File: src/rtl/zz_pkg.sv
`timescale 1ns/1ps
package zz_pkg;
    localparam int SYM_W = 4;
    localparam int SW    = SYM_W + 2;
    localparam int STEP  = 2;

    typedef logic signed [SW-1:0] sym_t;

    typedef enum logic [1:0] {
        QAM4  = 2'b00,
        QAM16 = 2'b01,
        QAM64 = 2'b10,
        QAMX  = 2'b11
    } qam_e;

    typedef struct packed {
        logic armed;
        logic pref_up;
        sym_t up;
        sym_t dn;
    } walk_t;

    function automatic sym_t pam_top(input qam_e q);
        case (q)
            QAM4:    return sym_t'(1);
            QAM16:   return sym_t'(3);
            default: return sym_t'(7);
        endcase
    endfunction

    function automatic logic fits(input sym_t v, input sym_t lim);
        return (v <= lim) && (v >= -lim);
    endfunction
endpackage

File: src/rtl/zz_psi_lane.sv
`timescale 1ns/1ps
module zz_psi_lane #(
    parameter int DW = 14,
    parameter int RW = 14,
    parameter int SYMW = 4,
    parameter int OW = 19
) (
    input  logic [DW-1:0]   psi_i,
    input  logic [RW-1:0]   rcol_i,
    input  logic [SYMW-1:0] sym_i,
    output logic [OW-1:0]   psi_o
);
    logic signed [OW-1:0] pe, re, se, prod;

    assign pe   = {{(OW-DW){psi_i[DW-1]}}, psi_i};
    assign re   = {{(OW-RW){rcol_i[RW-1]}}, rcol_i};
    assign se   = {{(OW-SYMW){sym_i[SYMW-1]}}, sym_i};
    assign prod = re * se;
    assign psi_o = pe - prod;
endmodule

File: src/rtl/zz_step_ctrl.sv
`timescale 1ns/1ps
module zz_step_ctrl
    import zz_pkg::*;
(
    input  logic             clk,
    input  logic             rst,
    input  logic             load,
    input  logic             adv,
    input  logic [SYM_W-1:0] s_first,
    input  logic             corr_neg,
    input  qam_e             qam,
    output logic [SYM_W-1:0] pick_sym,
    output logic             pick_ok,
    output logic             pick_take,
    output logic             exh_next,
    output sym_t             act_lim
);
    walk_t st_q, st_d;
    qam_e  qam_q, qam_d;
    sym_t  s_ext, lim, lim_d;
    logic  up_ok, dn_ok, take_up, take_dn;

    assign s_ext   = {{(SW-SYM_W){s_first[SYM_W-1]}}, s_first};
    assign act_lim = pam_top(qam_q);

    always_comb begin
        st_d      = st_q;
        qam_d     = qam_q;
        pick_sym  = '0;
        pick_ok   = 1'b0;
        pick_take = 1'b0;
        lim       = pam_top(qam_q);
        up_ok     = st_q.armed && fits(st_q.up, lim);
        dn_ok     = st_q.armed && fits(st_q.dn, lim);
        take_up   = 1'b0;
        take_dn   = 1'b0;
        if (load) begin
            qam_d      = qam;
            lim        = pam_top(qam);
            pick_sym   = s_first;
            pick_ok    = fits(s_ext, lim);
            pick_take  = 1'b1;
            st_d.armed   = fits(s_ext, lim);
            st_d.pref_up = corr_neg;
            st_d.up      = s_ext + sym_t'(STEP);
            st_d.dn      = s_ext - sym_t'(STEP);
        end else if (adv) begin
            take_up = up_ok && (st_q.pref_up || !dn_ok);
            take_dn = dn_ok && !take_up;
            if (take_up) begin
                pick_sym     = SYM_W'(st_q.up);
                st_d.up      = st_q.up + sym_t'(STEP);
                st_d.pref_up = 1'b0;
            end else if (take_dn) begin
                pick_sym     = SYM_W'(st_q.dn);
                st_d.dn      = st_q.dn - sym_t'(STEP);
                st_d.pref_up = 1'b1;
            end
            pick_ok   = take_up || take_dn;
            pick_take = take_up || take_dn;
        end
        lim_d    = pam_top(qam_d);
        exh_next = !st_d.armed || !(fits(st_d.up, lim_d) || fits(st_d.dn, lim_d));
    end

    always_ff @(posedge clk) begin
        if (rst) begin
            st_q  <= '0;
            qam_q <= QAM64;
        end else begin
            st_q  <= st_d;
            qam_q <= qam_d;
        end
    end


    walk_order_chk: assert property (@(posedge clk) disable iff (rst)
        st_q.armed |-> (st_q.up > st_q.dn));


    side_flip_chk: assert property (@(posedge clk) disable iff (rst)
        (adv && !load && up_ok && dn_ok) |=> (st_q.pref_up != $past(st_q.pref_up)));
endmodule

File: src/rtl/zz_cand_enum.sv
`timescale 1ns/1ps
module zz_cand_enum
    import zz_pkg::*;
#(
    parameter int N  = 8,
    parameter int DW = 14,
    parameter int RW = 14,
    localparam int OW = ((DW > RW + SYM_W) ? DW : (RW + SYM_W)) + 1
) (
    input  logic             clk,
    input  logic             rst,
    input  logic             load,
    input  logic             adv,
    input  logic [SYM_W-1:0] s_first,
    input  logic             corr_neg,
    input  logic [1:0]       qam_sel,
    input  logic [N*RW-1:0]  r_col,
    input  logic [N*DW-1:0]  psi_in,
    output logic [SYM_W-1:0] cand_sym,
    output logic             cand_ok,
    output logic             cand_valid,
    output logic             exhausted,
    output logic [N*OW-1:0]  psi_out
);
    logic [N*DW-1:0]  psi_hold;
    logic [N*RW-1:0]  r_hold;
    logic [N*OW-1:0]  lane_o;
    logic [SYM_W-1:0] pick_sym;
    logic             pick_ok, pick_take, exh_next;
    sym_t             act_lim, sym_ext;

    zz_step_ctrl u_ctrl (
        .clk      (clk),
        .rst      (rst),
        .load     (load),
        .adv      (adv),
        .s_first  (s_first),
        .corr_neg (corr_neg),
        .qam      (qam_e'(qam_sel)),
        .pick_sym (pick_sym),
        .pick_ok  (pick_ok),
        .pick_take(pick_take),
        .exh_next (exh_next),
        .act_lim  (act_lim)
    );

    for (genvar g = 0; g < N; g++) begin : g_lane
        logic [DW-1:0] p_sel;
        logic [RW-1:0] r_sel;
        assign p_sel = load ? psi_in[g*DW +: DW] : psi_hold[g*DW +: DW];
        assign r_sel = load ? r_col[g*RW +: RW]  : r_hold[g*RW +: RW];
        zz_psi_lane #(.DW(DW), .RW(RW), .SYMW(SYM_W), .OW(OW)) u_lane (
            .psi_i (p_sel),
            .rcol_i(r_sel),
            .sym_i (pick_sym),
            .psi_o (lane_o[g*OW +: OW])
        );
    end

    always_ff @(posedge clk) begin
        if (rst) begin
            psi_hold   <= '0;
            r_hold     <= '0;
            cand_sym   <= '0;
            cand_ok    <= 1'b0;
            cand_valid <= 1'b0;
            exhausted  <= 1'b1;
            psi_out    <= '0;
        end else begin
            cand_valid <= load || adv;
            if (load) begin
                psi_hold <= psi_in;
                r_hold   <= r_col;
            end
            if (load || adv) begin
                cand_ok   <= pick_ok;
                exhausted <= exh_next;
            end
            if (pick_take) begin
                cand_sym <= pick_sym;
                psi_out  <= lane_o;
            end
        end
    end

    assign sym_ext = {{(SW-SYM_W){cand_sym[SYM_W-1]}}, cand_sym};


    strobe_resp_chk: assert property (@(posedge clk) disable iff (rst)
        (load || adv) |=> cand_valid);


    idle_hold_chk: assert property (@(posedge clk) disable iff (rst)
        !(load || adv) |=> (!cand_valid && $stable(cand_sym) && $stable(psi_out)));


    dry_adv_chk: assert property (@(posedge clk) disable iff (rst)
        (exhausted && adv && !load) |=> (!cand_ok && exhausted && $stable(cand_sym)));


    ok_range_chk: assert property (@(posedge clk) disable iff (rst)
        cand_ok |-> fits(sym_ext, act_lim));
endmodule

File: config.mk
export PLATFORM = sky130hd
export DESIGN_NAME = zz_cand_enum
export DESIGN_NICKNAME = d
export VERILOG_FILES = /design/src/rtl/zz_pkg.sv /design/src/rtl/zz_psi_lane.sv /design/src/rtl/zz_step_ctrl.sv /design/src/rtl/zz_cand_enum.sv
export SDC_FILE = /design/constraint.sdc
export NUM_CORES = 2
export LEC_CHECK = 0
export ABC_AREA = 1
export BUFFER_PORTS_ARGS = -buffer_cell sky130_fd_sc_hd__buf_2
export CAP_MARGIN = 20
export CORE_MARGIN = 2
export CORE_UTILIZATION = 35
export CTS_CLUSTER_SIZE = 28
export DETAILED_ROUTE_END_ITERATION = 10
export PLACE_DENSITY = 0.55
export SLEW_MARGIN = 15
export SYNTH_ARGS = -nofsm -noshare
export SYNTH_HDL_FRONTEND = slang
export SYNTH_SLANG_ARGS = --single-unit
File: constraint.sdc
create_clock -name clk -period 6.8 [get_ports clk]
set_input_delay 0.34 -clock clk [delete_from_list [all_inputs] [get_ports clk]]
set_output_delay 0.34 -clock clk [all_outputs]
set_load 0.02 [all_outputs]
Yosys cells after proc, flatten, opt, wreduce, memory -nomap -nowiden --
Cells that the tools add are included. W data, S select, Z words.
Storage, ports and cells: register bits 399, memories 0, bits of input ports 235, bits in read-only memories 0, latch bits 0, bits in writable memories 0, output and inout port bits 159
Cells by class: add/subtract/negate cells 15, bitwise logic cells 0, shift operators 0, $lt $le $gt $ge 10, muxes and demuxes 36, reductions and logical operators 24, divide/modulo/power cells 0, multiply operators 8, equality and inequality tests 3
Operators by type and width (count):
- $mux W14 | 16
- $sub A14 B18 Y19 | 8
- $mul A14 B4 Y18 | 8
- $mux W13 | 2
- $ge A6 B6 Y1 | 4
- $le A6 B4 Y1 | 4
- $mux W6 | 4
- $pmux W3 S2 | 3
- $mux W4 | 4
- $neg A3 Y6 | 2
- $logic_and A1 B1 Y1 | 9
- $add A6 B3 Y6 const B | 1
- $eq A2 B1 Y1 const B | 3
- $ge A4 B6 Y1 | 1
- $le A4 B6 Y1 | 1
- $logic_not A2 Y1 | 3
- $mux W1 | 6
- $neg A6 Y6 | 1
- $sub A6 B3 Y6 const B | 1
- $add A4 B3 Y5 const B | 1
- $logic_or A1 B1 Y1 | 5
- $sub A4 B3 Y5 const B | 1
- $logic_not A1 Y1 | 4
- $reduce_bool A3 Y1 | 1
- other kinds (3) | 3

Depth between registers and ports, before layout --
depth after elaboration 20, depth in mapped cells 39, mapped depth without buffers 36

Cells and area by module --
Synthesis repeated with hierarchy kept, for this count alone.
Unflattened totals: cell total of the unflattened synthesis 5873, area, all modules 39624.3 um^2
Modules (own cells, without submodules):
- zz_cand_enum | instances 1, area each 14187.4 um^2, cells each 1885
- zz_psi_lane at g_lane[0].u_lane ... | instances 2, area each 2974.1 um^2, cells each 467
- zz_psi_lane at g_lane[2].u_lane ... | instances 2, area each 2960.3 um^2, cells each 465
- zz_psi_lane at g_lane[5].u_lane ... | instances 2, area each 2959.1 um^2, cells each 466
- zz_psi_lane at g_lane[7].u_lane | instances 1, area each 2974.1 um^2, cells each 465
- zz_psi_lane at g_lane[4].u_lane | instances 1, area each 2962.8 um^2, cells each 465
- zz_step_ctrl | instances 1, area each 1712.9 um^2, cells each 262

Worst setup path after synthesis --
OpenSTA, ideal clock, no wires.
kind register -> register, start point register u_ctrl.qam_q[1], end point register psi_out[16], setup slack 1047 ps, path buffers 2, arrival 5625 ps, stages on the path, launching flop included 37, period minus slack after synthesis 5753 ps, path through dfxtp_1 > nor2_1 > inv_1 > ha_1 > nand3b_1 > nand2_1 > nand2_1 > nand2_1 > nand2_1 > nor2_4 > nand2_4 > nor2_1 > nand2_1 > nand2_1 > inv_1 > nand2_1 > nand2_2 > clkinv_1 > buf_2 > buf_2 > nand2_1 > fa_1 > fa_1 > inv_1 > fa_1 > inv_1 > ha_1 > nand2_1 > o21ai_0 > nand2_1 > o211ai_1 > a31oi_1 > o21ai_0 > a31oi_1 > o21ai_0 > xor2_1 > a21oi_1
Between the ends: cells in the longest elaborated chain, start to end 17, elaborated cells between the ends (all ways) 26
RTL lines:
- start: declaration | line zz_step_ctrl.sv:19 | qam_e qam_q, qam_d;
- start signal: assignment | line zz_step_ctrl.sv:72 | qam_q <= qam_d;
- $eq A2 B1 Y1 or $logic_not A2 Y1 (tied branches) | line zz_pkg.sv:24 | case (q)
- $pmux W3 S2 * | line zz_pkg.sv:24
- $neg A3 Y6 | line zz_pkg.sv:32 | return (v <= lim) && (v >= -lim);
- $ge A6 B6 Y1 | line zz_pkg.sv:32
- $logic_and A1 B1 Y1 | line zz_pkg.sv:32
- $logic_and A1 B1 Y1 | line zz_step_ctrl.sv:34 | dn_ok = st_q.armed && fits(st_q.dn, lim);
- $logic_not A1 Y1 | line zz_step_ctrl.sv:48 | take_up = up_ok && (st_q.pref_up || !dn_ok);
- $logic_or A1 B1 Y1 | line zz_step_ctrl.sv:48
- $logic_and A1 B1 Y1 | line zz_step_ctrl.sv:48
- $logic_not A1 Y1 | line zz_step_ctrl.sv:49 | take_dn = dn_ok && !take_up;
- $logic_and A1 B1 Y1 | line zz_step_ctrl.sv:49
- $mux W4 | line zz_step_ctrl.sv:54 | end else if (take_dn) begin
- $mux W4 | line zz_step_ctrl.sv:50 | if (take_up) begin
- $mux W4 | line zz_step_ctrl.sv:47 | end else if (adv) begin
- $mux W4 | line zz_step_ctrl.sv:37 | if (load) begin
- $mul A14 B4 Y18 | line zz_psi_lane.sv:18 | assign prod = re * se;
- $sub A14 B18 Y19 | line zz_psi_lane.sv:19 | assign psi_o = pe - prod;
- end signal: assignment | line zz_cand_enum.sv:81 | psi_out <= lane_o;
- end: declaration | line zz_cand_enum.sv:23 | output logic [N*OW-1:0] psi_out
Mark *: on every way between the ends. The rest lies on a longest branch, timed or not. A chain may end at the register's enable or synchronous reset.

Worst setup path in the final report --
start point register u_ctrl.qam_q[1], end point register psi_out[109]
Same word-level chain as after synthesis.

==> flow_metrics.py <==
metrics = {
    "outcome": {
        "run_status": "finished clean",
    },
    "sta": {
        "max_slew.worst_pin.slew_ns": 0.948,
        "finalClockSkew_ns": 0.0186,
        "final-setup-viol-count": 0,
        "grt_setup_unrepaired": "no",
        "final.period_utilization_pct": 92.4,
        "period_minus_slack_ns": 6.28,
        "maximum_operating_frequency_ghz": 0.159,
        "worst_slew_margin_rel_pct": 36.8,
        "hold_viol": 0,
        "slew_violations": 0,
        "final.setup.tns_ns": 0,
    },
    "yosys": {
        "postSynthRegisterBits": 399,
        "netlist-cell-type-count": 50,
        "synthesis.nets": 5789,
        "syn-cell-area_um2": 35900,
        "synthesis.yosys.warnings": 0,
        "synthFlopType": "dfxtp_1",
        "post_synthesis_sequential_area_ratio_pct": 22.2,
        "postSynth.asyncResetShare_pct": 0,
        "postSynthAreaPerCell_um2": 7.32,
        "postSynthCellCount": 4911,
        "count_of_flip_flops_with_a_built_in_enable_after_synthesis": 0,
    },
    "global_routing": {
        "grt_max_degree": 148,
        "grt.busiest_layer": "met2",
        "grt_util_met3_pct": 3.38,
        "grtUsageMet2_pct": 33.6,
        "grt_antenna_before_repair": 9,
        "via_count_of_the_first_global_routing_pass": 32000,
        "gr-usage-all-layers_pct": 20.7,
        "met1_usage_pct": 28.3,
        "grt_first_pass_wirelength_um": 174000,
        "grt_overflow_total": 0,
    },
    "route": {
        "drt-total-wl_um": 108000,
        "drt-wirelength-per-cell_um": 16.1,
        "via_per_inst": 4.71,
        "drc": 0,
        "final_antenna_net_count": 0,
        "first_iter_violations": 1735,
        "detail_route.first_pass.iterations": 5,
        "dr_total_vias": 31600,
    },
    "clocking": {
        "cts_buffers": 53,
        "htree_levels": 2,
        "clk-insertion-delay-late_ns": 0.64,
        "cts_sinks": 399,
        "cts-root-buf": "clkbuf_16",
        "cts.reportedPaths.clkPinSlew_ns": 0.06,
        "clock_tree_from_tritoncts": "yes",
        "clock_tree.buffer_depth": 3,
    },
    "place": {
        "gp_routability_congestion": 0.878,
        "io_buffer_count": 393,
        "place.detailed.instances": 6549,
        "dp.final_hpwl_um": 83300,
    },
    "min_path": {
        "min_path_cells": 3,
        "min_path_type": "in -> reg",
    },
    "power_and_ir_drop": {
        "power_leakage_nw": 21.8,
        "power_density_nw_per_um2": 333,
        "vdd_ir_drop_max_uv": 189,
    },
    "floorplan": {
        "dieArea_um2": 105000,
        "chipWidth_um": 324,
        "std_cell_rows": 117,
        "die-height_um": 324,
        "ioPinCount": 394,
        "initial_core_util_pct": 35.3,
        "core_region_area_um2": 102000,
    },
    "finish": {
        "area.sequential_um2": 7990,
        "drive_gt1_share_pct": 14.3,
        "layout.cells.non_filler": 6716,
        "fin_nets": 6177,
        "area_growth_pct": 16.7,
        "combined_area_of_the_multi_input_logic_cells_um2": 23500,
        "filler_cell_count": 10800,
    },
    "critical_path": {
        "crit_path_start_kind": "flip-flop",
        "path_buf_inv": 7,
        "reg2reg_depth": 36,
        "timing.rr.end": "psi_out[109]",
        "setup.worst_path.start": "u_ctrl.qam_q[1]",
        "critical_path.max_fanout": 21,
        "worst_ep_required_time_ns": 7.31,
        "criticalPathCategory": "reg -> reg",
        "cp_num_cells": 36,
        "cp_slowest_cell": "fa_1",
        "critical_path_arrival_ns": 6.79,
        "critical_path.endpoint": "psi_out[109]",
        "worst_path_dominant_cell_family": "adder cells",
        "r2r_setup_slack_ns": 0.52,
        "critical_path.most_common_cell": "nand2_1",
        "worstSetupEndpointType": "flip-flop",
        "r2r-start": "u_ctrl.qam_q[1]",
        "crit_path_max_incr_delay_ns": 0.49,
    },
    "flow_run": {
        "drv_cap": 0,
    },
}
-- worst reg2reg max path: cells and delay by family, from the launching register on --
family | cells | cell delay, ns
adder cells (fa/ha/maj) | 5 | 1.87
buffers and inverters | 7 | 1.10
AND/OR/NAND/NOR | 17 | 1.81
AO/OA/AOI/OAI | 6 | 0.83
XOR/XNOR | 1 | 0.21
flip-flops | 1 | 0.34
-- cells in the mapped netlist, types with 11 or more instances --
cell	number	area share [%]
dfxtp_1	399	22
ha_1	315	11
or2_2	146	2.5
nand4_1	12	0.21
o21a_1	16	0.33
nor2_1	695	7.3
fa_1	328	18
mux2i_1	21	0.58
xnor2_1	51	1.2
o21ai_0	317	4.4
o21ai_2	11	0.27
nand3b_1	16	0.33
nand3_1	98	1.4
nor3_1	24	0.33
nand2_1	770	8.0
a21oi_1	317	4.4
a31oi_1	20	0.35
xor2_1	65	1.6
buf_2	33	0.46
nand2_2	17	0.30
inv_1	984	10
clkbuf_1	130	1.4
-- cell families after synthesis --
logic type	after synthesis	share of synthesized area, %
DFF	399	22.2
adders and majority gates	643	29.2
xor gates and xnor gates	116	2.83
muxes	21	0.585
AOI/OAI and AO/OA	771	11.9
and+or+nand+nor	1796	20.9
buffers and inverters	1165	12.4
-- per-stage QoR --
stage / power, W / utilization [%] / cell area (um2) / setup WS (ns) / hold slack [ns]
finish: 0.0140 / 41.2 / 41900 / 0.516 / 0.0361
global route: 0.0154 / 41.2 / 41900 / 0.00917 / 0.0101
CTS: 0.0141 / 41.2 / 41900 / 0.277 / 0.000441
detailed placement: 0.0110 / 38.8 / 39500 / 0.312 / 0.457
global placement: 0.0110 / 38.8 / 39500 / 0.443 / 0.451
floorplan: 0.00888 / - / 35900 / 1.05 / 0.448
-- power breakdown --
| group | switching [W] | leakage (nW) | internal (W) | total, W |
|---|---|---|---|---|
| combinational | 0.00507 | 17.6 | 0.00303 | 0.00809 |
| sequential | 0.000199 | 3.31 | 0.00273 | 0.00293 |
| clock | 0.00122 | 0.899 | 0.00174 | 0.00296 |
| total | 0.00648 | 21.8 | 0.00749 | 0.0140 |
-- cell usage in the layout, fill, tap and decap left out, drive strengths merged, types with 22 or more instances in the layout --
master	synthesis	layout
a21oi	319	319
ha	315	315
dlygate4sd3	0	63
nor3	24	24
clkbuf	131	62
nor2	696	696
or2	146	146
fa	328	328
nand3	108	108
xnor2	51	51
buf	44	445
xor2	65	65
nand2	791	791
o21ai	337	337
dfxtp	399	399
inv	988	996
clkinv	2	22
-- state kept, by name, summed over array words and instances, names as in the netlist --
signal	cells
exhausted	1
r_hold	112
u_ctrl.st_q	14
psi_hold	112
u_ctrl.qam_q	2
cand_valid	1
cand_ok	1
psi_out	152
cand_sym	4
-- layout make-up --
class | instances | share of cell area (%)
Timing Repair Buffer | 508 | 7.53
Antenna cell | 4 | 0.0239
Clock buffer | 62 | 3.39
Clock inverter | 38 | 0.922
Tap cell | 1368 | 4.08
Sequential cell | 399 | 19.0
Inverter | 990 | 8.91
Multi-Input combinational cell | 3347 | 56.1
-- per-layer routing --
layer / vias to the layer above / routed length (um)
li1: 15900 / -
met1: 14800 / 50900
met2: 737 / 47900
met3: 149 / 5660
met4: 4 / 3340
met5: - / 26
-- timing repair --
item / CTS / global route
endpoints found under the hold margin: 63 / 0
endpoints found under the setup margin: 0 / 13
gates resized for setup: 0 / 12
buffers inserted: 0 / 0
hold buffers: 63 / 0
-- worst min path at each step --
stage	start	end	slack, ns
after global routing	psi_in[105]	psi_hold[105]	0.01
after detailed placement	exhausted	exhausted	0.46
after CTS	psi_in[107]	psi_hold[107]	0.0004
after floorplan	psi_hold[102]	psi_hold[102]	0.45
after global placement	exhausted	exhausted	0.45
final	psi_in[105]	psi_hold[105]	0.04
Note: power is estimated with default switching activity, not from simulation.
